===== src/rtl/ofdm_sym_pkg.sv =====
package ofdm_sym_pkg;

  // Sign decisions of one QPSK point (1 = negative axis value)
  typedef struct packed {
    logic neg_i;
    logic neg_q;
  } qpsk_sign_t;

  // Gray rule: the later bit of the pair sets the real sign, the earlier bit the imaginary sign
  function automatic qpsk_sign_t gray_signs(input logic b_first, input logic b_second);
    qpsk_sign_t s;
    s.neg_i = b_second;
    s.neg_q = b_first;
    return s;
  endfunction

  function automatic logic signed [31:0] signed_level(input logic neg, input int amp);
    return neg ? -amp : amp;
  endfunction

  function automatic logic in_band(input int bin, input int lo, input int hi);
    return (bin >= lo) && (bin <= hi);
  endfunction

endpackage


===== src/rtl/ofdm_bit_collector.sv =====
module ofdm_bit_collector #(
  parameter int N_BITS = 96,
  localparam int CNT_W = $clog2(N_BITS + 1)
) (
  input  logic              clk,
  input  logic              rst_n,
  input  logic              in_valid,
  input  logic              in_bit,
  output logic              in_ready,
  input  logic              take,
  output logic              full,
  output logic [CNT_W-1:0]  count,
  output logic [N_BITS-1:0] bits
);
  logic [CNT_W-1:0] cnt_q;
  logic [N_BITS-1:0] bits_q;
  logic accept;

  assign full     = (cnt_q == CNT_W'(N_BITS));
  assign in_ready = !full;
  assign accept   = in_valid && in_ready;
  assign count    = cnt_q;
  assign bits     = bits_q;

  always_ff @(posedge clk or negedge rst_n) begin
    if (!rst_n) begin
      cnt_q  <= '0;
      bits_q <= '0;
    end else if (take) begin
      cnt_q <= '0;
    end else if (accept) begin
      bits_q[cnt_q] <= in_bit;
      cnt_q         <= cnt_q + 1'b1;
    end
  end
endmodule


===== src/rtl/ofdm_bin_mapper.sv =====
module ofdm_bin_mapper
  import ofdm_sym_pkg::*;
#(
  parameter int N_BINS   = 64,
  parameter int N_DATA   = 48,
  parameter int N_PILOT  = 7,
  parameter int SAMPLE_W = 16,
  parameter int AMP      = 5793,
  parameter int GUARD_LO = 28,
  parameter int GUARD_HI = 35,
  parameter logic [N_PILOT*8-1:0] PILOT_BINS = 56'h0,
  parameter logic [N_PILOT-1:0]   PILOT_NEG  = '0,
  localparam int BIN_W = $clog2(N_BINS),
  localparam int D_W   = $clog2(N_DATA),
  localparam int N_BITS = 2 * N_DATA,
  localparam int CNT_W = $clog2(N_BITS + 1)
) (
  input  logic [BIN_W-1:0]           bin,
  input  logic [D_W-1:0]             didx,
  input  logic [N_BITS-1:0]          sym,
  output logic                       is_data,
  output logic                       is_pilot,
  output logic signed [SAMPLE_W-1:0] samp_i,
  output logic signed [SAMPLE_W-1:0] samp_q
);
  logic       is_null;
  logic       chip_neg;
  logic [CNT_W-1:0] base;
  qpsk_sign_t sg;

  always_comb begin
    is_pilot = 1'b0;
    chip_neg = 1'b0;
    for (int k = 0; k < N_PILOT; k++) begin
      if (int'(bin) == int'(PILOT_BINS[k*8 +: 8])) begin
        is_pilot = 1'b1;
        chip_neg = PILOT_NEG[k];
      end
    end
    is_null = (bin == '0) || in_band(int'(bin), GUARD_LO, GUARD_HI);
    is_data = !is_null && !is_pilot;
  end

  assign base = {{(CNT_W-D_W){1'b0}}, didx} << 1;
  assign sg   = gray_signs(sym[base], sym[base + 1'b1]);

  always_comb begin
    samp_i = '0;
    samp_q = '0;
    if (is_pilot) begin
      samp_i = SAMPLE_W'(signed_level(chip_neg, AMP));
    end else if (is_data) begin
      samp_i = SAMPLE_W'(signed_level(sg.neg_i, AMP));
      samp_q = SAMPLE_W'(signed_level(sg.neg_q, AMP));
    end
  end
endmodule


===== src/rtl/ofdm_bin_sequencer.sv =====
module ofdm_bin_sequencer #(
  parameter int N_BINS = 64,
  parameter int N_DATA = 48,
  localparam int BIN_W  = $clog2(N_BINS),
  localparam int D_W    = $clog2(N_DATA),
  localparam int N_BITS = 2 * N_DATA
) (
  input  logic              clk,
  input  logic              rst_n,
  input  logic              full,
  input  logic [N_BITS-1:0] bits_in,
  input  logic              out_ready,
  input  logic              cur_is_data,
  output logic              busy,
  output logic              load,
  output logic              fire,
  output logic              last_fire,
  output logic [BIN_W-1:0]  bin,
  output logic [D_W-1:0]    didx,
  output logic [N_BITS-1:0] sym
);
  logic              busy_q;
  logic [BIN_W-1:0]  bin_q;
  logic [D_W-1:0]    didx_q;
  logic [N_BITS-1:0] sym_q;

  assign busy      = busy_q;
  assign bin       = bin_q;
  assign didx      = didx_q;
  assign sym       = sym_q;
  assign fire      = busy_q && out_ready;
  assign last_fire = fire && (bin_q == BIN_W'(N_BINS - 1));
  assign load      = full && (!busy_q || last_fire);

  always_ff @(posedge clk or negedge rst_n) begin
    if (!rst_n) begin
      busy_q <= 1'b0;
      bin_q  <= '0;
      didx_q <= '0;
      sym_q  <= '0;
    end else if (load) begin
      busy_q <= 1'b1;
      bin_q  <= '0;
      didx_q <= '0;
      sym_q  <= bits_in;
    end else if (last_fire) begin
      busy_q <= 1'b0;
    end else if (fire) begin
      bin_q <= bin_q + 1'b1;
      if (cur_is_data) didx_q <= didx_q + 1'b1;
    end
  end
endmodule


===== src/rtl/ofdm_sym_builder.sv =====
module ofdm_sym_builder #(
  parameter int N_BINS   = 64,
  parameter int N_DATA   = 48,
  parameter int N_PILOT  = 7,
  parameter int SAMPLE_W = 16,
  parameter int AMP      = 5793,
  parameter int GUARD_LO = 28,
  parameter int GUARD_HI = 35,
  parameter logic [N_PILOT*8-1:0] PILOT_BINS =
    {8'd54, 8'd46, 8'd38, 8'd26, 8'd20, 8'd12, 8'd4},
  parameter logic [N_PILOT-1:0]   PILOT_NEG  = 7'b1011000
) (
  input  logic                       clk,
  input  logic                       rst_n,
  input  logic                       in_valid,
  input  logic                       in_bit,
  output logic                       in_ready,
  output logic                       out_valid,
  input  logic                       out_ready,
  output logic signed [SAMPLE_W-1:0] out_i,
  output logic signed [SAMPLE_W-1:0] out_q,
  output logic                       out_sos
);
  localparam int N_BITS = 2 * N_DATA;
  localparam int BIN_W  = $clog2(N_BINS);
  localparam int D_W    = $clog2(N_DATA);
  localparam int CNT_W  = $clog2(N_BITS + 1);

  // Named internal events, also observed by the checker
  logic              sym_full;
  logic              load_evt;
  logic              out_fire;
  logic              last_fire;
  logic              is_data;
  logic              is_pilot;
  logic [CNT_W-1:0]  bit_cnt;
  logic [BIN_W-1:0]  bin_idx;
  logic [D_W-1:0]    data_idx;
  logic [N_BITS-1:0] col_bits;
  logic [N_BITS-1:0] cur_sym;
  logic              busy;

  ofdm_bit_collector #(.N_BITS(N_BITS)) u_col (
    .clk(clk), .rst_n(rst_n), .in_valid(in_valid), .in_bit(in_bit),
    .in_ready(in_ready), .take(load_evt), .full(sym_full),
    .count(bit_cnt), .bits(col_bits)
  );

  ofdm_bin_sequencer #(.N_BINS(N_BINS), .N_DATA(N_DATA)) u_seq (
    .clk(clk), .rst_n(rst_n), .full(sym_full), .bits_in(col_bits),
    .out_ready(out_ready), .cur_is_data(is_data), .busy(busy),
    .load(load_evt), .fire(out_fire), .last_fire(last_fire),
    .bin(bin_idx), .didx(data_idx), .sym(cur_sym)
  );

  ofdm_bin_mapper #(
    .N_BINS(N_BINS), .N_DATA(N_DATA), .N_PILOT(N_PILOT), .SAMPLE_W(SAMPLE_W),
    .AMP(AMP), .GUARD_LO(GUARD_LO), .GUARD_HI(GUARD_HI),
    .PILOT_BINS(PILOT_BINS), .PILOT_NEG(PILOT_NEG)
  ) u_map (
    .bin(bin_idx), .didx(data_idx), .sym(cur_sym),
    .is_data(is_data), .is_pilot(is_pilot),
    .samp_i(out_i), .samp_q(out_q)
  );

  assign out_valid = busy;
  assign out_sos   = busy && (bin_idx == '0);
endmodule


===== config.mk =====
export PLATFORM = sky130hd
export DESIGN_NAME = ofdm_sym_builder
export DESIGN_NICKNAME = d
export VERILOG_FILES = /design/src/rtl/ofdm_sym_pkg.sv /design/src/rtl/ofdm_bit_collector.sv /design/src/rtl/ofdm_bin_mapper.sv /design/src/rtl/ofdm_bin_sequencer.sv /design/src/rtl/ofdm_sym_builder.sv
export SDC_FILE = /design/constraint.sdc
export NUM_CORES = 1
export LEC_CHECK = 0
export ABC_AREA = 1
export ABC_CLOCK_PERIOD_IN_PS = 4300
export CAP_MARGIN = 20
export CORE_AREA = 3 3 164 166
export DETAILED_ROUTE_END_ITERATION = 7
export DIE_AREA = 0 0 167 169
export DONT_BUFFER_PORTS = 1
export GPL_TIMING_DRIVEN = 0
export PLACE_DENSITY = 0.53
export SLEW_MARGIN = 25
export SYNTH_ARGS = -nofsm -noshare
export SYNTH_HDL_FRONTEND = slang
export SYNTH_SLANG_ARGS = --single-unit

===== constraint.sdc =====
create_clock -name clk -period 4.3 [get_ports clk]
set_input_delay 0.215 -clock clk [delete_from_list [all_inputs] [get_ports clk]]
set_output_delay 0.215 -clock clk [all_outputs]
set_load 0.02 [all_outputs]

# Yosys cells after proc, flatten, opt, wreduce, memory -nomap -nowiden
# Index checks and enable logic that the tools add are counted.
# totals
ff_bits	212
latchBits	0
ram_bits	0
mem_bits_ro	0
out_inout_bits	35
memories	0
# classes
n_addsub	4
multipliers	0
n_div	0
magnitude_cmp	6
eq_ne	10
shifts	0
n_mux	36
bitwise	1
reduce_logical	22
# ops
op	n
$mux W16	7
$bwmux W96	1
$mux W6	7
$eq A6 B6 Y1 const B	5
$lt A7 B8 Y1 const B	3
$mux W1	16
$add A7 B1 Y7 const B	2
$mux W7	2
$add A6 B1 Y6 const B	2
$eq A6 B5 Y1 const B	2
$logic_and A1 B1 Y1	8
$reduce_bool A2 Y1	4
$bmux W1 S7	1
$demux W1 S7	1
$eq A7 B7 Y1 const B	1
$ge A7 B1 Y1 const B	1
$bmux W1 S6	1
$eq A6 B4 Y1 const B	1
$ge A6 B5 Y1 const B	1
$le A6 B6 Y1 const B	1
$logic_not A6 Y1	1
$logic_not A1 Y1	4
$reduce_and A2 Y1	2
$reduce_and A3 Y1	1
3 further kinds	4

# Logic depth before layout (Yosys ltp)
# logic_depth
depth_word	14
mapped_depth	15
ltp_nobuf	12

# By module
# From an unflattened synthesis, not the netlist that was laid out.
# hier_totals
hier_cells	1539
area_unflattened_um2	11328.4
# modules_own_cells
mod	instances	cells_per_inst	area_per_inst_um2
ofdm_bit_collector	1	744	5565.3
ofdm_bin_sequencer	1	518	4423.0
ofdm_bin_mapper	1	270	1307.5
ofdm_sym_builder	1	7	32.5

# Worst setup path after synthesis
# Ideal clock, no wire load.
# synth_path
kind	flip-flop to output port
startpoint	reg u_seq.didx_q[0], in the netlist u_seq.didx[0]
endpoint	out out_q[11]
arrival_ns	2.192
required_time_ns	4.085
path_slack_ns	1.893
stages_incl_launch_ff	12
n_path_buf	4
cell_sequence	dfrtp_1 > buf_2 > inv_2 > buf_6 > buf_2 > nor2_1 > o211ai_1 > nand3_1 > nand2_1 > nand2_1 > a21oi_1 > buf_4
# synth_between
elab_chain_cells	5
# synth_lines
element	line	source
from (decl)	ofdm_bin_sequencer.sv:24	logic [D_W-1:0] didx_q;
from (signal assigned)	ofdm_bin_sequencer.sv:50	if (cur_is_data) didx_q <= didx_q + 1'b1;
$bmux W1 S6	ofdm_bin_mapper.sv:45	assign sg = gray_signs(sym[base], sym[base + 1'b1]);
$mux W1 (not written as such)	ofdm_bin_mapper.sv:45	
$mux W16	ofdm_sym_pkg.sv:18	return neg ? -amp : amp;
$mux W16	ofdm_bin_mapper.sv:52	end else if (is_data) begin
$mux W16	ofdm_bin_mapper.sv:50	if (is_pilot) begin
to (decl)	ofdm_sym_builder.sv:21	output logic signed [SAMPLE_W-1:0] out_q,
# Every way passes these cells. The select of a mux whose other input is x is not followed.

# Worst setup path after layout
# layout_path
startpoint	reg u_seq.didx_q[1], in the netlist u_seq.didx[1]
endpoint	out out_q[12]
# The elaborated chain is that of the path after synthesis.

==> results.cfg <==
[worst_setup_path]
r2r_end = u_col.bits[70]
worstPathRequired_ps = 4090
reg2reg_depth = 10
critPathSlowestCell = clkbuf_1
worst_setup_path_start_kind = register
cp_slowest_stage_delay_ps = 570
r2r_slack_ps = 1880
crit_path_cell_trace = inv_1 -> clkbuf_1 -> nand3_1 -> nand3_1 -> nand2_1 -> a21oi_1 -> nand2_1 -> nand3_1 -> nand2_1 -> nor2_1 -> buf_4
crit_start = u_seq.didx[1]
worst_setup_path_end_kind = output port
crit_arrival_ps = 3170
r2r_start = u_col.count[0]
worstSetupPathType = register to output port
path_max_fanout = 10

[sta]
relSlewSlack_pct = 39.44
max_freq_ghz = 0.2953
timing.hold.ws_ps = -594.8
finalSetupTns_ps = 0
tightest_slew_ps = 900.1
post-route-period-util_pct = 78.77
min_period_ps = 3387
slew_viol_final = 0
rsz0062_at_grt = false
clock_skew_ps = 6.008
setup_viol = 0
hold_violations = 212

[route]
vias = 8370
firstDrtPassIters = 5
via_per_inst = 5.208
ant_nets = 0
wl_per_cell_um = 19.18
finalWirelength_um = 30820
drc = 0
drtIter0Drc = 677

[clock_tree]
htreeDepth = 1
cts.sinks = 212
ctsRootBufferMaster = clkbuf_16
cts_made_buffers = 25
clockBufferDepth = 3
cts_tree = done
hold_buffers = 1
clock_latency_ps = 510
ctsResizeCount = 0
post-cts-setup-buffer-count = 0
clkTransAtPathRegs_ps = 60

[die]
core_area_um2 = 25760
placementRows = 59
die_y_um = 169
die_area_um2 = 28220
start_util_pct = 39.26
die_w_um = 167
num_io_pins = 40

[run_status]
violations = hold timing
outcome = finished, violations left

[power]
power_switching_mw = 3.450
leakage_nw = 5.721
p_total_mw = 8.408
power.internal_mw = 4.958
p_sw_share_pct = 41.04
comb_power_share_pct = 40.5
p_seq_share_pct = 33.7
vdd.ir_drop.worst_mv = 0.7563
power_density_nw_per_um2 = 738.6
clkPwrFrac_pct = 25.8

[logic_synthesis]
synth_flop_cell = dfrtp_1
synth.most_common_cell = nand2_1
synth.top_cells.by_area = dfrtp_1, nand2_1, a21oi_1
synth_top_family_by_area = simple AND/OR/NAND/NOR gates
synth-compound-area-share_pct = 13.70
ys_types = 33
synthAdderAreaFrac_pct = 0.7421
yosysTopAreaCellShare_pct = 52.44
synth_cells = 1227
synth_simple_gate_area_share_pct = 22.70
synth.area.mux_share_pct = 0
synth_seq_cells = 212
synth_edf_count = 0
ys_warn_count = 0
syn_area_um2 = 10120
yosysSeqAreaShare_pct = 52.44
syn_nets = 1238
ys_async_sr_fraction_pct = 100.0
syn_avg_cell_area_um2 = 8.244
synthXorXnorAreaFrac_pct = 0.4329
synth_common_cells = nand2_1, dfrtp_1, nor2_1
synth_area_leader_cell = dfrtp_1

[layout]
antenna_cells = 0
final_area_um2 = 11380
final_nets = 1266
areaGrowthSynthToFinish_pct = 12.53
stdcell_count = 1607
fillers = 2595
multi_input_area_um2 = 3805
drive_gt1_share_pct = 12.03
regArea_um2 = 5305

[placement]
hpwl_um = 20660
portBuffers = 0
dp_cells = 1562
gp_congestion = 0.9122
placed_cell_area_um2 = 10540

[global_routing]
grt_pass1_wl_um = 47550
grtUsageTotal_pct = 21.83
grt_max_degree = 213
antenna_found_initial = 0
grt_pass1_vias = 8071
gr-total-overflow = 0

[job]
max_cap_viol_count = 0

[worst_hold_path]
min_path_type = primary input to async pin
logic make-up after synthesis:
logic type	after synthesis
AND/OR/NAND/NOR	547
AO/OA/AOI/OAI	260
flip-flops	212
buffers and inverters	197
adder cells (fa/ha/maj)	6
XOR/XNOR	5
power by group through the flow:
stage               Clock (mW)  Sequential (mW)  Combinational [mW]
floorplan                    0             2.77                2.68
global placement             0             2.86                3.34
detailed placement           0             2.86                3.39
CTS                       2.20             2.83                3.40
global route              2.29             2.90                3.73
finish                    2.17             2.83                3.41
stage by stage:
stage          util [%]  hold slack [ps]  worst slack [ps]
6_report          44.18           -594.8             913.1
2_1_floorplan         -           -80.59              1893
4_1_cts           44.17           -617.5             663.0
3_5_place_dp      40.89           -66.92              1235
5_1_grt           44.18           -614.1             672.5
3_3_place_gp      40.89           -67.47              1254
routing by layer:
metal  share of wire [%]  vias to the layer above  GRT usage, %  wire length (um)
li1                    -                     4004             -                 -
met1                  46                     4043         30.94             14110
met2                  45                      257         34.52             13860
met3                 6.0                       66         3.503              1860
met4                 3.2                        0         7.066               986
met5                   0                        -             0                 0
registers in the layout, indices dropped and copies added, names as in the netlist:
register     count
u_seq.didx       6
u_col.count      7
u_col.bits      96
u_seq.busy       1
u_seq.sym       96
u_seq.bin        6
cell type report:
cell class / count / area share (%)
inverter: 98 / 3.231
multi-input combinational: 818 / 33.42
buffer: 99 / 5.639
tap: 335 / 3.682
clock inverter: 6 / 0.7035
sequential: 212 / 46.60
clock buffer: 38 / 6.628
timing repair buffer: 1 / 0.08793
cells in the final DEF, fill, tap and decap left out, types with 19 or more instances in the layout:
cell	instances
buf_2	38
nor2_1	106
clkbuf_1	19
o21ai_1	29
o21ai_0	67
dfrtp_1	212
a21oi_1	102
clkbuf_16	25
nand2_1	351
inv_1	92
nand3_1	54
a31oi_1	56
buf_4	33
worst max-delay path: cells and delay by family (launching register included):
family	cells	cell delay [ps]
simple gates	7	1160
buf+inv	3	920
flops	1	420
compound gates	1	160
worst max-delay path by stage:
stage | end | cells past startpoint
2_1_floorplan | out_q[11] | 11
3_3_place_gp | out_q[15] | 10
3_5_place_dp | out_q[2] | 10
4_1_cts | out_q[2] | 10
5_1_grt | out_q[8] | 10
6_report | out_q[12] | 11
No activity file was read; power rests on OpenSTA's default activity.
